<file path="config.mk">
export PLATFORM = sky130hd
export DESIGN_NAME = ptw_walker
export DESIGN_NICKNAME = d
export VERILOG_FILES = /design/src/rtl/ptw_pkg.sv /design/src/rtl/ptw_addr_gen.sv /design/src/rtl/ptw_leaf_eval.sv /design/src/rtl/ptw_ctrl.sv /design/src/rtl/ptw_walker.sv
export SDC_FILE = /design/constraint.sdc
export NUM_CORES = 1
export LEC_CHECK = 0
export CORE_ASPECT_RATIO = 0.6
export CORE_MARGIN = 3
export CORE_UTILIZATION = 48
export CTS_BUF_LIST = sky130_fd_sc_hd__clkbuf_8
export CTS_CLUSTER_SIZE = 12
export DETAILED_ROUTE_END_ITERATION = 8
export PLACE_DENSITY = 0.95
export SETUP_SLACK_MARGIN = 0.15
export SYNTH_ARGS = -nofsm -noshare
export SYNTH_HDL_FRONTEND = slang
export SYNTH_HIERARCHICAL = 1
export SYNTH_SLANG_ARGS = --single-unit
</file>
<file path="constraint.sdc">
create_clock -name clk -period 3.75 [get_ports clk]
set_input_delay 0.5625 -clock clk [delete_from_list [all_inputs] [get_ports clk]]
set_output_delay 0.5625 -clock clk [all_outputs]
set_load 0.1 [all_outputs]
</file>
<file path="src/rtl/ptw_pkg.sv">
package ptw_pkg;

  // entry bit positions inside a table word
  localparam int unsigned PTE_VALID = 0;
  localparam int unsigned PTE_WRITE = 1;
  localparam int unsigned PTE_USED  = 2;
  localparam int unsigned PTE_MOD   = 3;

  typedef enum logic [1:0] {
    FLT_NONE = 2'd0,
    FLT_DIR  = 2'd1,
    FLT_LEAF = 2'd2,
    FLT_PROT = 2'd3
  } fault_e;

  typedef enum logic [2:0] {
    ST_IDLE,
    ST_DIR_REQ,
    ST_DIR_WAIT,
    ST_LEAF_REQ,
    ST_LEAF_WAIT,
    ST_EVAL,
    ST_WBACK,
    ST_FINISH
  } walk_state_e;

endpackage

</file>
<file path="src/rtl/ptw_addr_gen.sv">
module ptw_addr_gen #(
  parameter int unsigned VA_W  = 32,
  parameter int unsigned OFF_W = 12,
  parameter int unsigned IDX_W = 10
) (
  input  logic [VA_W-OFF_W-1:0] root_frame,
  input  logic [VA_W-1:0]       vaddr,
  input  logic [VA_W-OFF_W-1:0] dir_frame,
  input  logic [VA_W-OFF_W-1:0] leaf_frame,
  output logic [VA_W-1:0]       dir_addr,
  output logic [VA_W-1:0]       leaf_addr,
  output logic [VA_W-1:0]       paddr
);
  // entry size shift: one table of 2**IDX_W entries fills one page
  localparam int unsigned ENT_SH = OFF_W - IDX_W;

  logic [IDX_W-1:0] dir_idx;
  logic [IDX_W-1:0] leaf_idx;

  always_comb begin
    dir_idx   = vaddr[VA_W-1 -: IDX_W];
    leaf_idx  = vaddr[VA_W-IDX_W-1 -: IDX_W];
    dir_addr  = {root_frame, dir_idx, {ENT_SH{1'b0}}};
    leaf_addr = {dir_frame, leaf_idx, {ENT_SH{1'b0}}};
    paddr     = {leaf_frame, vaddr[OFF_W-1:0]};
  end

endmodule

</file>
<file path="src/rtl/ptw_leaf_eval.sv">
module ptw_leaf_eval
  import ptw_pkg::*;
#(
  parameter int unsigned PTE_W = 32
) (
  input  logic [PTE_W-1:0] leaf_pte,
  input  logic             is_store,
  output logic             absent,
  output logic             prot_fail,
  output logic [PTE_W-1:0] upd_pte,
  output logic             need_wb
);
  always_comb begin
    absent    = !leaf_pte[PTE_VALID];
    prot_fail = is_store && !leaf_pte[PTE_WRITE];
    upd_pte   = leaf_pte;
    upd_pte[PTE_USED] = 1'b1;
    if (is_store) upd_pte[PTE_MOD] = 1'b1;
    need_wb   = (upd_pte != leaf_pte);
  end

endmodule

</file>
<file path="src/rtl/ptw_ctrl.sv">
module ptw_ctrl
  import ptw_pkg::*;
#(
  parameter int unsigned VA_W  = 32,
  parameter int unsigned OFF_W = 12,
  parameter int unsigned PTE_W = 32
) (
  input  logic                  clk,
  input  logic                  rst_n,
  input  logic                  req_valid,
  output logic                  req_ready,
  input  logic [VA_W-1:0]       req_vaddr,
  input  logic                  req_store,
  input  logic                  mem_req_ready,
  input  logic                  mem_rsp_valid,
  input  logic [PTE_W-1:0]      mem_rsp_rdata,
  input  logic [VA_W-1:0]       dir_addr,
  input  logic [VA_W-1:0]       leaf_addr,
  input  logic                  leaf_absent,
  input  logic                  leaf_prot,
  input  logic                  leaf_need_wb,
  input  logic [PTE_W-1:0]      leaf_upd,
  output logic [VA_W-1:0]       vaddr_q,
  output logic                  store_q,
  output logic [VA_W-OFF_W-1:0] dir_frame_q,
  output logic [PTE_W-1:0]      leaf_q,
  output logic                  mem_req_valid,
  output logic                  mem_req_we,
  output logic [VA_W-1:0]       mem_req_addr,
  output logic [PTE_W-1:0]      mem_req_wdata,
  output logic                  busy,
  output logic                  done,
  output logic                  fault,
  output logic [1:0]            fault_code
);
  localparam int unsigned FRAME_W = VA_W - OFF_W;

  walk_state_e state_q;
  fault_e      code_q;
  logic        fault_q;

  always_ff @(posedge clk) begin
    if (!rst_n) begin
      state_q     <= ST_IDLE;
      code_q      <= FLT_NONE;
      fault_q     <= 1'b0;
      vaddr_q     <= '0;
      store_q     <= 1'b0;
      dir_frame_q <= '0;
      leaf_q      <= '0;
    end else begin
      case (state_q)
        ST_IDLE: begin
          fault_q <= 1'b0;
          if (req_valid) begin
            vaddr_q <= req_vaddr;
            store_q <= req_store;
            state_q <= ST_DIR_REQ;
          end
        end
        ST_DIR_REQ:
          if (mem_req_ready) state_q <= ST_DIR_WAIT;
        ST_DIR_WAIT:
          if (mem_rsp_valid) begin
            if (!mem_rsp_rdata[PTE_VALID]) begin
              code_q  <= FLT_DIR;
              fault_q <= 1'b1;
              state_q <= ST_FINISH;
            end else begin
              dir_frame_q <= mem_rsp_rdata[PTE_W-1 -: FRAME_W];
              state_q     <= ST_LEAF_REQ;
            end
          end
        ST_LEAF_REQ:
          if (mem_req_ready) state_q <= ST_LEAF_WAIT;
        ST_LEAF_WAIT:
          if (mem_rsp_valid) begin
            leaf_q  <= mem_rsp_rdata;
            state_q <= ST_EVAL;
          end
        ST_EVAL: begin
          if (leaf_absent) begin
            code_q  <= FLT_LEAF;
            fault_q <= 1'b1;
            state_q <= ST_FINISH;
          end else if (leaf_prot) begin
            code_q  <= FLT_PROT;
            fault_q <= 1'b1;
            state_q <= ST_FINISH;
          end else begin
            leaf_q  <= leaf_upd;
            state_q <= leaf_need_wb ? ST_WBACK : ST_FINISH;
          end
        end
        ST_WBACK:
          if (mem_req_ready) state_q <= ST_FINISH;
        ST_FINISH:
          state_q <= ST_IDLE;
        default:
          state_q <= ST_IDLE;
      endcase
    end
  end

  always_comb begin
    req_ready     = (state_q == ST_IDLE);
    busy          = (state_q != ST_IDLE);
    mem_req_valid = (state_q == ST_DIR_REQ) || (state_q == ST_LEAF_REQ) ||
                    (state_q == ST_WBACK);
    mem_req_we    = (state_q == ST_WBACK);
    mem_req_addr  = (state_q == ST_DIR_REQ) ? dir_addr : leaf_addr;
    mem_req_wdata = leaf_q;
    done          = (state_q == ST_FINISH) && !fault_q;
    fault         = (state_q == ST_FINISH) && fault_q;
    fault_code    = code_q;
  end

endmodule

</file>
<file path="src/rtl/ptw_walker.sv">
module ptw_walker
  import ptw_pkg::*;
#(
  parameter int unsigned VA_W  = 32,
  parameter int unsigned OFF_W = 12,
  parameter int unsigned IDX_W = 10,
  parameter int unsigned PTE_W = 32
) (
  input  logic                  clk,
  input  logic                  rst_n,
  input  logic [VA_W-OFF_W-1:0] root_frame,
  input  logic                  req_valid,
  output logic                  req_ready,
  input  logic [VA_W-1:0]       req_vaddr,
  input  logic                  req_store,
  output logic                  busy,
  output logic                  mem_req_valid,
  input  logic                  mem_req_ready,
  output logic                  mem_req_we,
  output logic [VA_W-1:0]       mem_req_addr,
  output logic [PTE_W-1:0]      mem_req_wdata,
  input  logic                  mem_rsp_valid,
  input  logic [PTE_W-1:0]      mem_rsp_rdata,
  output logic                  done,
  output logic                  fault,
  output logic [1:0]            fault_code,
  output logic [VA_W-1:0]       rsp_paddr,
  output logic [PTE_W-1:0]      rsp_pte
);
  localparam int unsigned FRAME_W = VA_W - OFF_W;

  logic [VA_W-1:0]    vaddr_q;
  logic               store_q;
  logic [FRAME_W-1:0] dir_frame_q;
  logic [PTE_W-1:0]   leaf_q;
  logic [VA_W-1:0]    dir_addr;
  logic [VA_W-1:0]    leaf_addr;
  logic               leaf_absent;
  logic               leaf_prot;
  logic               leaf_need_wb;
  logic [PTE_W-1:0]   leaf_upd;

  ptw_addr_gen #(.VA_W(VA_W), .OFF_W(OFF_W), .IDX_W(IDX_W)) u_addr (
    .root_frame (root_frame),
    .vaddr      (vaddr_q),
    .dir_frame  (dir_frame_q),
    .leaf_frame (leaf_q[PTE_W-1 -: FRAME_W]),
    .dir_addr   (dir_addr),
    .leaf_addr  (leaf_addr),
    .paddr      (rsp_paddr)
  );

  ptw_leaf_eval #(.PTE_W(PTE_W)) u_eval (
    .leaf_pte  (leaf_q),
    .is_store  (store_q),
    .absent    (leaf_absent),
    .prot_fail (leaf_prot),
    .upd_pte   (leaf_upd),
    .need_wb   (leaf_need_wb)
  );

  ptw_ctrl #(.VA_W(VA_W), .OFF_W(OFF_W), .PTE_W(PTE_W)) u_ctrl (
    .clk           (clk),
    .rst_n         (rst_n),
    .req_valid     (req_valid),
    .req_ready     (req_ready),
    .req_vaddr     (req_vaddr),
    .req_store     (req_store),
    .mem_req_ready (mem_req_ready),
    .mem_rsp_valid (mem_rsp_valid),
    .mem_rsp_rdata (mem_rsp_rdata),
    .dir_addr      (dir_addr),
    .leaf_addr     (leaf_addr),
    .leaf_absent   (leaf_absent),
    .leaf_prot     (leaf_prot),
    .leaf_need_wb  (leaf_need_wb),
    .leaf_upd      (leaf_upd),
    .vaddr_q       (vaddr_q),
    .store_q       (store_q),
    .dir_frame_q   (dir_frame_q),
    .leaf_q        (leaf_q),
    .mem_req_valid (mem_req_valid),
    .mem_req_we    (mem_req_we),
    .mem_req_addr  (mem_req_addr),
    .mem_req_wdata (mem_req_wdata),
    .busy          (busy),
    .done          (done),
    .fault         (fault),
    .fault_code    (fault_code)
  );

  assign rsp_pte = leaf_q;

endmodule

</file>
### Yosys cells after proc, flatten, opt, wreduce, memory -nomap -nowiden

Index checks and enable logic that the tools add are counted.

| word-level totals | value |
|---|---|
| flip-flop bits (word level) | 91 |
| bits in latches | 0 |
| bits in writable memories | 0 |
| ROM bits | 0 |
| input port bits | 90 |
| output and inout port bits | 136 |
| memories kept | 0 |

| cells by class | value |
|---|---|
| add/sub/neg operators | 0 |
| $mul | 0 |
| div/mod/pow operators | 0 |
| $lt $le $gt $ge | 0 |
| equality and inequality tests | 18 |
| shifts and indexed selects | 0 |
| mux-type cells | 27 |
| bitwise operators | 1 |
| reduce and logical (&&, ||, !) cells | 20 |

Operators with widths:

| cell | number |
|---|---|
| 32-bit two-way mux | 3 |
| 32-bit case mux with 2 select lines | 1 |
| 3-bit two-way mux | 9 |
| 3-bit case mux with 8 select lines | 1 |
| 2-bit != test (second input constant) | 8 |
| 3-bit equality test (second input constant) | 4 |
| 4-bit AND reduction | 3 |
| 2-bit two-way mux | 4 |
| 3-bit by 2-bit equality test with 1-bit output (second input constant) | 2 |
| 1-bit two-way mux | 6 |
| 3-bit AND reduction | 2 |
| 6-bit AND reduction | 1 |
| 3-bit nonzero test | 2 |
| 4-bit two-way mux | 1 |
| 2-bit case mux with 2 select lines | 1 |
| 2-bit AND reduction | 2 |
| 2-bit nonzero test | 2 |
| 3-bit by 1-bit equality test with 1-bit output (second input constant) | 1 |
| 1-bit logical AND | 3 |
| 3-bit zero test | 1 |
| 3-bit != test (second input constant) | 1 |
| 1-bit case mux with 3 select lines | 1 |
| 1-bit zero test | 2 |
| 1-bit logical OR | 2 |
| 3 further kinds | 3 |

### Logic depth before layout (Yosys ltp)

Gate-level depths: netlist (run 1).

| logic depth | value |
|---|---|
| word-level depth | 6 |
| mapped depth | 8 |
| gate-level depth less buffers | 6 |

### Hierarchy

The synthesis (run 1) kept the hierarchy.

Modules (own cells, without submodules):

| module | times used | cells an instance | area an instance (sq um) | sequential area each (sq um) |
|---|---|---|---|---|
| ptw_ctrl | 1 | 542 | 4548.1 | 1821.7 |
| ptw_addr_gen | 1 | 97 | 724.4 | 0.0 |
| ptw_leaf_eval | 1 | 37 | 259.0 | 0.0 |

### Worst setup path after synthesis (run 1)

OpenSTA, ideal clock, no wires.

| timing | value |
|---|---|
| path type | reg-to-output |
| start | reg u_ctrl.state_q[0] |
| end | out busy |
| arrival time | 3130 ps |
| required time | 3188 ps |
| path slack | 57 ps |
| cell stages (with the launch flop) | 5 |
| path through | dfxtp_1 > inv_1 > ha_1 > nor2b_1 > inv_1 |

| between the ends | value |
|---|---|
| longest elaborated chain between the ends | 1 |

Ends and longest elaborated chain:

| what | RTL line | text |
|---|---|---|
| from (decl) | ptw_ctrl.sv:38 | `walk_state_e state_q;` |
| from (signal assigned) | ptw_ctrl.sv:92 | `state_q <= leaf_need_wb ? ST_WBACK : ST_FINISH;` |
| 3-bit nonzero test | ptw_ctrl.sv:107 | `busy = (state_q != ST_IDLE);` |
| to (decl) | ptw_walker.sv:16 | `output logic busy,` |

No other way between the ends.

### Worst setup path after layout (run 1)

| timing | value |
|---|---|
| start | reg u_ctrl.state_q[1] |
| end | out mem_req_addr[7] |

| between the ends | value |
|---|---|
| longest elaborated chain between the ends | 2 |

Ends and longest elaborated chain:

| what | RTL line | text |
|---|---|---|
| 3-bit by 1-bit equality test with 1-bit output | ptw_ctrl.sv:111 | `mem_req_addr = (state_q == ST_DIR_REQ) ? dir_addr : leaf_addr;` |
| 32-bit two-way mux | ptw_ctrl.sv:111 |  |
| to (decl) | ptw_walker.sv:20 | `output logic [VA_W-1:0] mem_req_addr,` |

No other way between the ends.

==> qor.yml, run 1 <==
slew_violations: 0
chipHeight_um: 89.2
synth_top_area_share_pct: 32.9
tritoncts: "yes"
synth_largest_area_cell: "sky130_fd_sc_hd__dfxtp_1"
first_global_vias: 4130
synthSimpleGateAreaFrac_pct: 17.9
grt_setup_unrepaired: "no"
reg2regPathDepth: 7
synth_top_family_by_area: "buffers and inverters"
final_antenna_net_count: 0
max_freq_ghz: 0.334
worst_hold_path.endpoint: "u_ctrl/vaddr_q[10]"
p_leak_nw: 3.03
globalplace.congestion: 0.843
worst_slew_margin_rel_pct: 23.8
hold_path_depth: 2
clk_pin_slew_worst_paths_ps: 80
setup_tns_ps: 0
placement.io_buffers: 223
synth_unique_cells: 32
route.final.wire_length_um: 14600
ctsRootBufferMaster: "sky130_fd_sc_hd__clkbuf_8"
grt_start_max_net_pins: 65
final_hold_viol_count: 0
synthTopCellsByArea: "sky130_fd_sc_hd__dfxtp_1, sky130_fd_sc_hd__buf_4, sky130_fd_sc_hd__nand2_1"
muxShareOfSynthArea_pct: 7.06
count_of_tritonroute_iterations_in_the_first_routing_pass: 6
cp_max_fo: 21
crit_type: "reg -> out"
tightest_slew_ps: 1140
worst_hold_path_type: "reg -> reg"
worst-endpoint-arrival_ps: 2430
fillcell_total: 875
critical_path.max_stage_delay_ps: 540
netlist_area_um2: 5530
cts_num_sinks: 91
worst_ep_required_time_ps: 3190
drv.max_cap_violation_count: 0
drive_gt1_share_pct: 13.2
post_synth_inst_count: 676
detail_route.vias_per_cell: 5.15
overall_overflow_remaining_after_global_route: 0
finish.net_count: 812
status: "completed"
floorplan.core_area_um2: 10900
drtIter0Drc: 292
floorplan.initialDensity_pct: 50.8
hp-start: "u_ctrl/vaddr_q[10]"
number_of_endpoints_failing_setup_at_the_final_stage: 0
power_density_normalized_to_cell_area_nw_per_um2: 789
global_route.usage.total_pct: 21.6
critical_path_launch_point_type: "flip-flop"
timing.final.crit_share_pct: 79.8
clock_latency_ps: 360
final_cell_mix: "sky130_fd_sc_hd__clkdlybuf4s50_1, sky130_fd_sc_hd__nand2_1, sky130_fd_sc_hd__dfxtp_1, sky130_fd_sc_hd__nand3_1, sky130_fd_sc_hd__a21boi_0"
final_common_cell: "sky130_fd_sc_hd__clkdlybuf4s50_1"
crit_chain: "inv_1, ha_1, nor2b_4, buf_4, mux2_2, buf_12"
cts_post_setup_buffers_inserted: 0
num_io_pins: 226
worst_reg2reg_startpoint: "u_ctrl/state_q[1]"
irDropWorstVdd_uv: 404
crit_slowest_cell: "sky130_fd_sc_hd__nor2b_4"
cts.repair.resized: 0
synthesis_stage_register_bit_count: 91
die_area_um2: 12900
syn_area_per_cell_um2: 8.18
final.setup.worst_slack_ps: 759
clk_path_buf_depth: 2
insertedDiodeCount: 0
antenna_violations_before_repair: 0
wire_length_of_the_first_global_routing_pass_um: 21500
placementRows: 29
detailroute.via_count: 4430
cts_hold_repair.buffers: 0
yosys.area_share.adder_pct: 0.905
seq_area_frac_synth_pct: 32.9
die-width_um: 145
yosys_warnings: 6
compound_gate_portion_of_the_synthesized_area_pct: 15.3
regToRegSetupSlack_ps: 1220
synthToLayoutAreaGrowth_pct: 28.5
finalCriticalPeriod_ps: 2990
synth_edf_count: 0
number_of_levels_in_the_clock_h_tree: 3
detailedPlacementHpwl_um: 10900
cts_buffers: 9
synth_xor_area_share_pct: 0
finClkSkew_ps: 11.8
synth-main-ff-cell: "sky130_fd_sc_hd__dfxtp_1"
drc_errors: 0
pre_cts_ws_ps: 1140
critical_path.endpoint_type: "primary output"
route.detailed.wl_per_inst_um: 17.0
timing.rr.end: "u_ctrl/leaf_q[18]"
ys_async_sr_fraction_pct: 0
## logic make-up (layout without fill, tap and decap cells)
kind of cell	Yosys count	count (layout)
AND/OR/NAND/NOR	233	233
other	2	5
buffers and inverters	210	253
multiplexers	35	35
flip-flops	91	91
AO/OA/AOI/OAI	101	101
adder cells (fa/ha/maj)	4	4
## stage by stage
stage	util [%]	total power, W	area (um^2)	cells	hold slack [ps]
5_1_grt	65.3	0.00581	7110	861	488
6_report	65.3	0.00561	7110	861	463
3_5_place_dp	63.4	0.00491	6900	846	456
2_1_floorplan	-	0.00417	5550	679	444
4_1_cts	65.3	0.00564	7110	861	468
3_3_place_gp	63.4	0.00487	6900	846	448
## state kept, by name, indices dropped and copies added (netlist names)
signal,flops
u_ctrl/state_q,3
u_ctrl/store_q,1
u_ctrl/fault_code,2
u_ctrl/dir_frame_q,20
u_ctrl/fault_q,1
u_ctrl/leaf_q,32
u_ctrl/vaddr_q,32
## routing by layer
layer	routed length, um	global-route usage (%)	up-vias	part of all wire, %
met5	0	0	-	0
met4	153	5.17	0	1.0
met3	1340	5.18	12	9.1
met2	6530	33.8	214	45
met1	6590	30.4	2043	45
li1	-	-	2161	-
## worst max-delay path, delay by kind of cell, from the launching register on
kind,cells,cell delay (ps)
multiplexers,1,390
buffers and inverters,3,600
AND/OR/NAND/NOR,1,540
adder cells (fa/ha/maj),1,190
flip-flops,1,340
## synth_stat cells (4+ instances only)
master,instances
sky130_fd_sc_hd__dfxtp_1,91
sky130_fd_sc_hd__buf_1,5
sky130_fd_sc_hd__nor2b_1,6
sky130_fd_sc_hd__clkbuf_1,27
sky130_fd_sc_hd__buf_4,162
sky130_fd_sc_hd__nand2_1,147
sky130_fd_sc_hd__mux2_2,32
sky130_fd_sc_hd__ha_1,4
sky130_fd_sc_hd__buf_2,5
sky130_fd_sc_hd__nand3_1,66
sky130_fd_sc_hd__nor2_1,7
sky130_fd_sc_hd__inv_1,8
sky130_fd_sc_hd__a21boi_0,54
sky130_fd_sc_hd__o211a_1,32
## where the power goes
group / total, W / switching (W) / internal, W
Sequential: 0.00123 / 0.000117 / 0.00111
Combinational: 0.00366 / 0.00265 / 0.00101
Clock: 0.000718 / 0.000346 / 0.000373
Total: 0.00561 / 0.00311 / 0.00249
## area by class of cell
class / count / area (um^2) / area share [%]
timing repair buffer: 230 / 2560 / 36.1
tap: 139 / 174 / 2.45
inverter: 8 / 30.0 / 0.422
clock inverter: 6 / 88.8 / 1.25
sequential: 91 / 1820 / 25.6
clock buffer: 9 / 124 / 1.74
multi-input combinational: 378 / 2310 / 32.4
## worst max-delay path by stage
stage / from / to / slack, ps / cells past startpoint
6_report: u_ctrl/state_q[1] / mem_req_addr[7] / 760 / 6
5_1_grt: u_ctrl/state_q[1] / mem_req_addr[7] / 640 / 6
4_1_cts: u_ctrl/state_q[1] / mem_req_addr[7] / 720 / 6
3_5_place_dp: u_ctrl/state_q[1] / mem_req_addr[7] / 1140 / 6
3_3_place_gp: u_ctrl/state_q[1] / mem_req_addr[11] / 1170 / 6
2_1_floorplan: u_ctrl/state_q[0] / busy / 860 / 4
Note: power is estimated with default switching activity, not from simulation.
==> run 2, diff against run 1 <==
- CORE_UTILIZATION: 48 -> 41
- PLACE_DENSITY: 0.95 -> 0.9
- clock period: 3.75 -> 2.7 ns (I/O delays scaled with it)
==> qor.yml, run 2 (synthesis results as in run 1) <==
num_io_pins: 226
critical_path.endpoint_type: "primary output"
ctsRootBufferMaster: "sky130_fd_sc_hd__clkbuf_8"
max_freq_ghz: 0.429
total_placed_instance_area_um2: 6780
global_route.usage.total_pct: 18.2
final_antenna_net_count: 0
p_leak_nw: 3.28
floorplan.initialDensity_pct: 42.5
route.detailed.wl_per_inst_um: 15.8
worst_hold_path_type: "reg -> reg"
drive_gt1_share_pct: 27.2
cp_max_fo: 32
routed_length_on_met1_um: 6780
clk_path_buf_depth: 2
crit_chain: "inv_1, ha_1, nor2b_4, buf_12, mux2_2, buf_12"
number_of_levels_in_the_clock_h_tree: 3
wire_length_of_the_first_global_routing_pass_um: 21200
layout.cells.non_filler: 898
first_global_vias: 4029
crit_type: "reg -> out"
cts.repair.resized: 0
power_frac_comb_pct: 65.2
setup_tns_ps: 0
clock_latency_ps: 350
number_of_endpoints_failing_setup_at_the_final_stage: 0
detail_route.vias_per_cell: 4.92
power.share.switching_pct: 55.5
pwr-share-clk_pct: 12.7
placement.io_buffers: 223
power.switching_w: 0.00431
power.sequential.fraction_pct: 22.1
status: "completed"
grt_start_max_net_pins: 43
worst_slew_margin_rel_pct: 52.6
cts_num_sinks: 91
globalplace.congestion: 0.862
slew_violations: 0
grt_setup_unrepaired: "no"
clk_pin_slew_worst_paths_ps: 80
drtIter0Drc: 317
overall_overflow_remaining_after_global_route: 0
chipHeight_um: 96.0
cts_hold_repair.buffers: 0
crit_slowest_cell: "sky130_fd_sc_hd__mux2_2"
tritoncts: "yes"
drv.max_cap_violation_count: 0
finish.net_count: 818
floorplan.core_area_um2: 13000
detailroute.via_count: 4419
final_hold_viol_count: 0
power_density_normalized_to_cell_area_nw_per_um2: 1110
detailedPlacementHpwl_um: 10700
die-width_um: 156
placementRows: 32
final_common_cell: "sky130_fd_sc_hd__nand2_1"
irDropWorstVdd_uv: 727
finalCriticalPeriod_ps: 2330
worst-endpoint-arrival_ps: 1920
totalPowerFinal_w: 0.00776
synthToLayoutAreaGrowth_pct: 26.4
met2WireLength_um: 6120
route.final.wire_length_um: 14200
tightest_slew_ps: 709
cts_post_setup_buffers_inserted: 0
critical_path_launch_point_type: "flip-flop"
drc_errors: 0
count_of_tritonroute_iterations_in_the_first_routing_pass: 5
insertedDiodeCount: 0
final_area_um2: 6990
die_area_um2: 15000
worst_ep_required_time_ps: 2300
critical_path.most_common_cell: "sky130_fd_sc_hd__buf_12"
routed.top_layer: "met4"
timing.final.crit_share_pct: 86.2
antenna_violations_before_repair: 0
place_inst: 883
cellInternalPower_w: 0.00345
critical_path.max_stage_delay_ps: 400
met3_length_um: 1200
fillcell_total: 1180
biggest_regs: "u_ctrl/leaf_q (32), u_ctrl/vaddr_q (32), u_ctrl/dir_frame_q (20)"
final_cell_mix: "sky130_fd_sc_hd__nand2_1, sky130_fd_sc_hd__buf_4, sky130_fd_sc_hd__dfxtp_1, sky130_fd_sc_hd__clkdlybuf4s50_1, sky130_fd_sc_hd__nand3_1"
cts_buffers: 9
finClkSkew_ps: 11.8
run 2: cell count changes in the layout (fill, tap and decap cells not counted), moves of 2 or more:
cell and change:
sky130_fd_sc_hd__inv_1 +2, sky130_fd_sc_hd__clkdlybuf4s50_1 -98, sky130_fd_sc_hd__buf_12 +3, sky130_fd_sc_hd__buf_4 +101
run 2: layer usage:
| layer | global-route usage (%) | vias to the layer above |
|---|---|---|
| met5 | 0 | - |
| met4 | 4.19 | 0 |
| met3 | 4.99 | 9 |
| met2 | 26.7 | 194 |
| met1 | 26.4 | 2046 |
| li1 | - | 2170 |
run 2: worst paths after layout:
path | slack, ps | endpoint | startpoint | depth (start not counted)
max | 370 | mem_req_addr[15] | u_ctrl/state_q[1] | 6
min | 460 | u_ctrl/vaddr_q[14] | u_ctrl/vaddr_q[14] | 2
max reg2reg | 450 | u_ctrl/leaf_q[27] | u_ctrl/state_q[1] | 8
min reg2reg | 460 | u_ctrl/vaddr_q[14] | u_ctrl/vaddr_q[14] | 2
run 2: layout make-up:
cell class | instances | area, um^2 | share of cell area, %
inverters | 8 | 30.0 | 0.430
repair buffers | 236 | 2400 | 34.4
multi-input cells | 378 | 2310 | 33.1
flip-flops and latches | 91 | 1820 | 26.1
clock inverters | 6 | 83.8 | 1.20
clock buffers | 9 | 124 | 1.77
well taps | 170 | 213 | 3.04
run 2: metrics by stage:
stage / hold slack (ps) / util [%] / worst slack, ps
final: 463 / 53.7 / 372
after global routing: 470 / 53.7 / 259
after CTS: 461 / 53.7 / 326
after detailed placement: 455 / 52.1 / 456
after global placement: 447 / 52.1 / 539
after floorplan: 444 / - / 151
run 2: critical path, delay by kind of cell (launching register included):
family,cells,cell delay [ps]
adder cells (fa/ha/maj),1,170
AND/OR/NAND/NOR,1,160
flip-flops,1,340
buffers and inverters,3,480
multiplexers,1,400
run 2: power by group through the flow:
stage               Combinational [W]  Sequential, W  Clock (W)
global placement              0.00504        0.00174          0
detailed placement            0.00507        0.00175          0
CTS                           0.00508        0.00172    0.00103
global route                  0.00525        0.00175    0.00109
floorplan                     0.00364        0.00216          0
finish                        0.00506        0.00172   0.000986
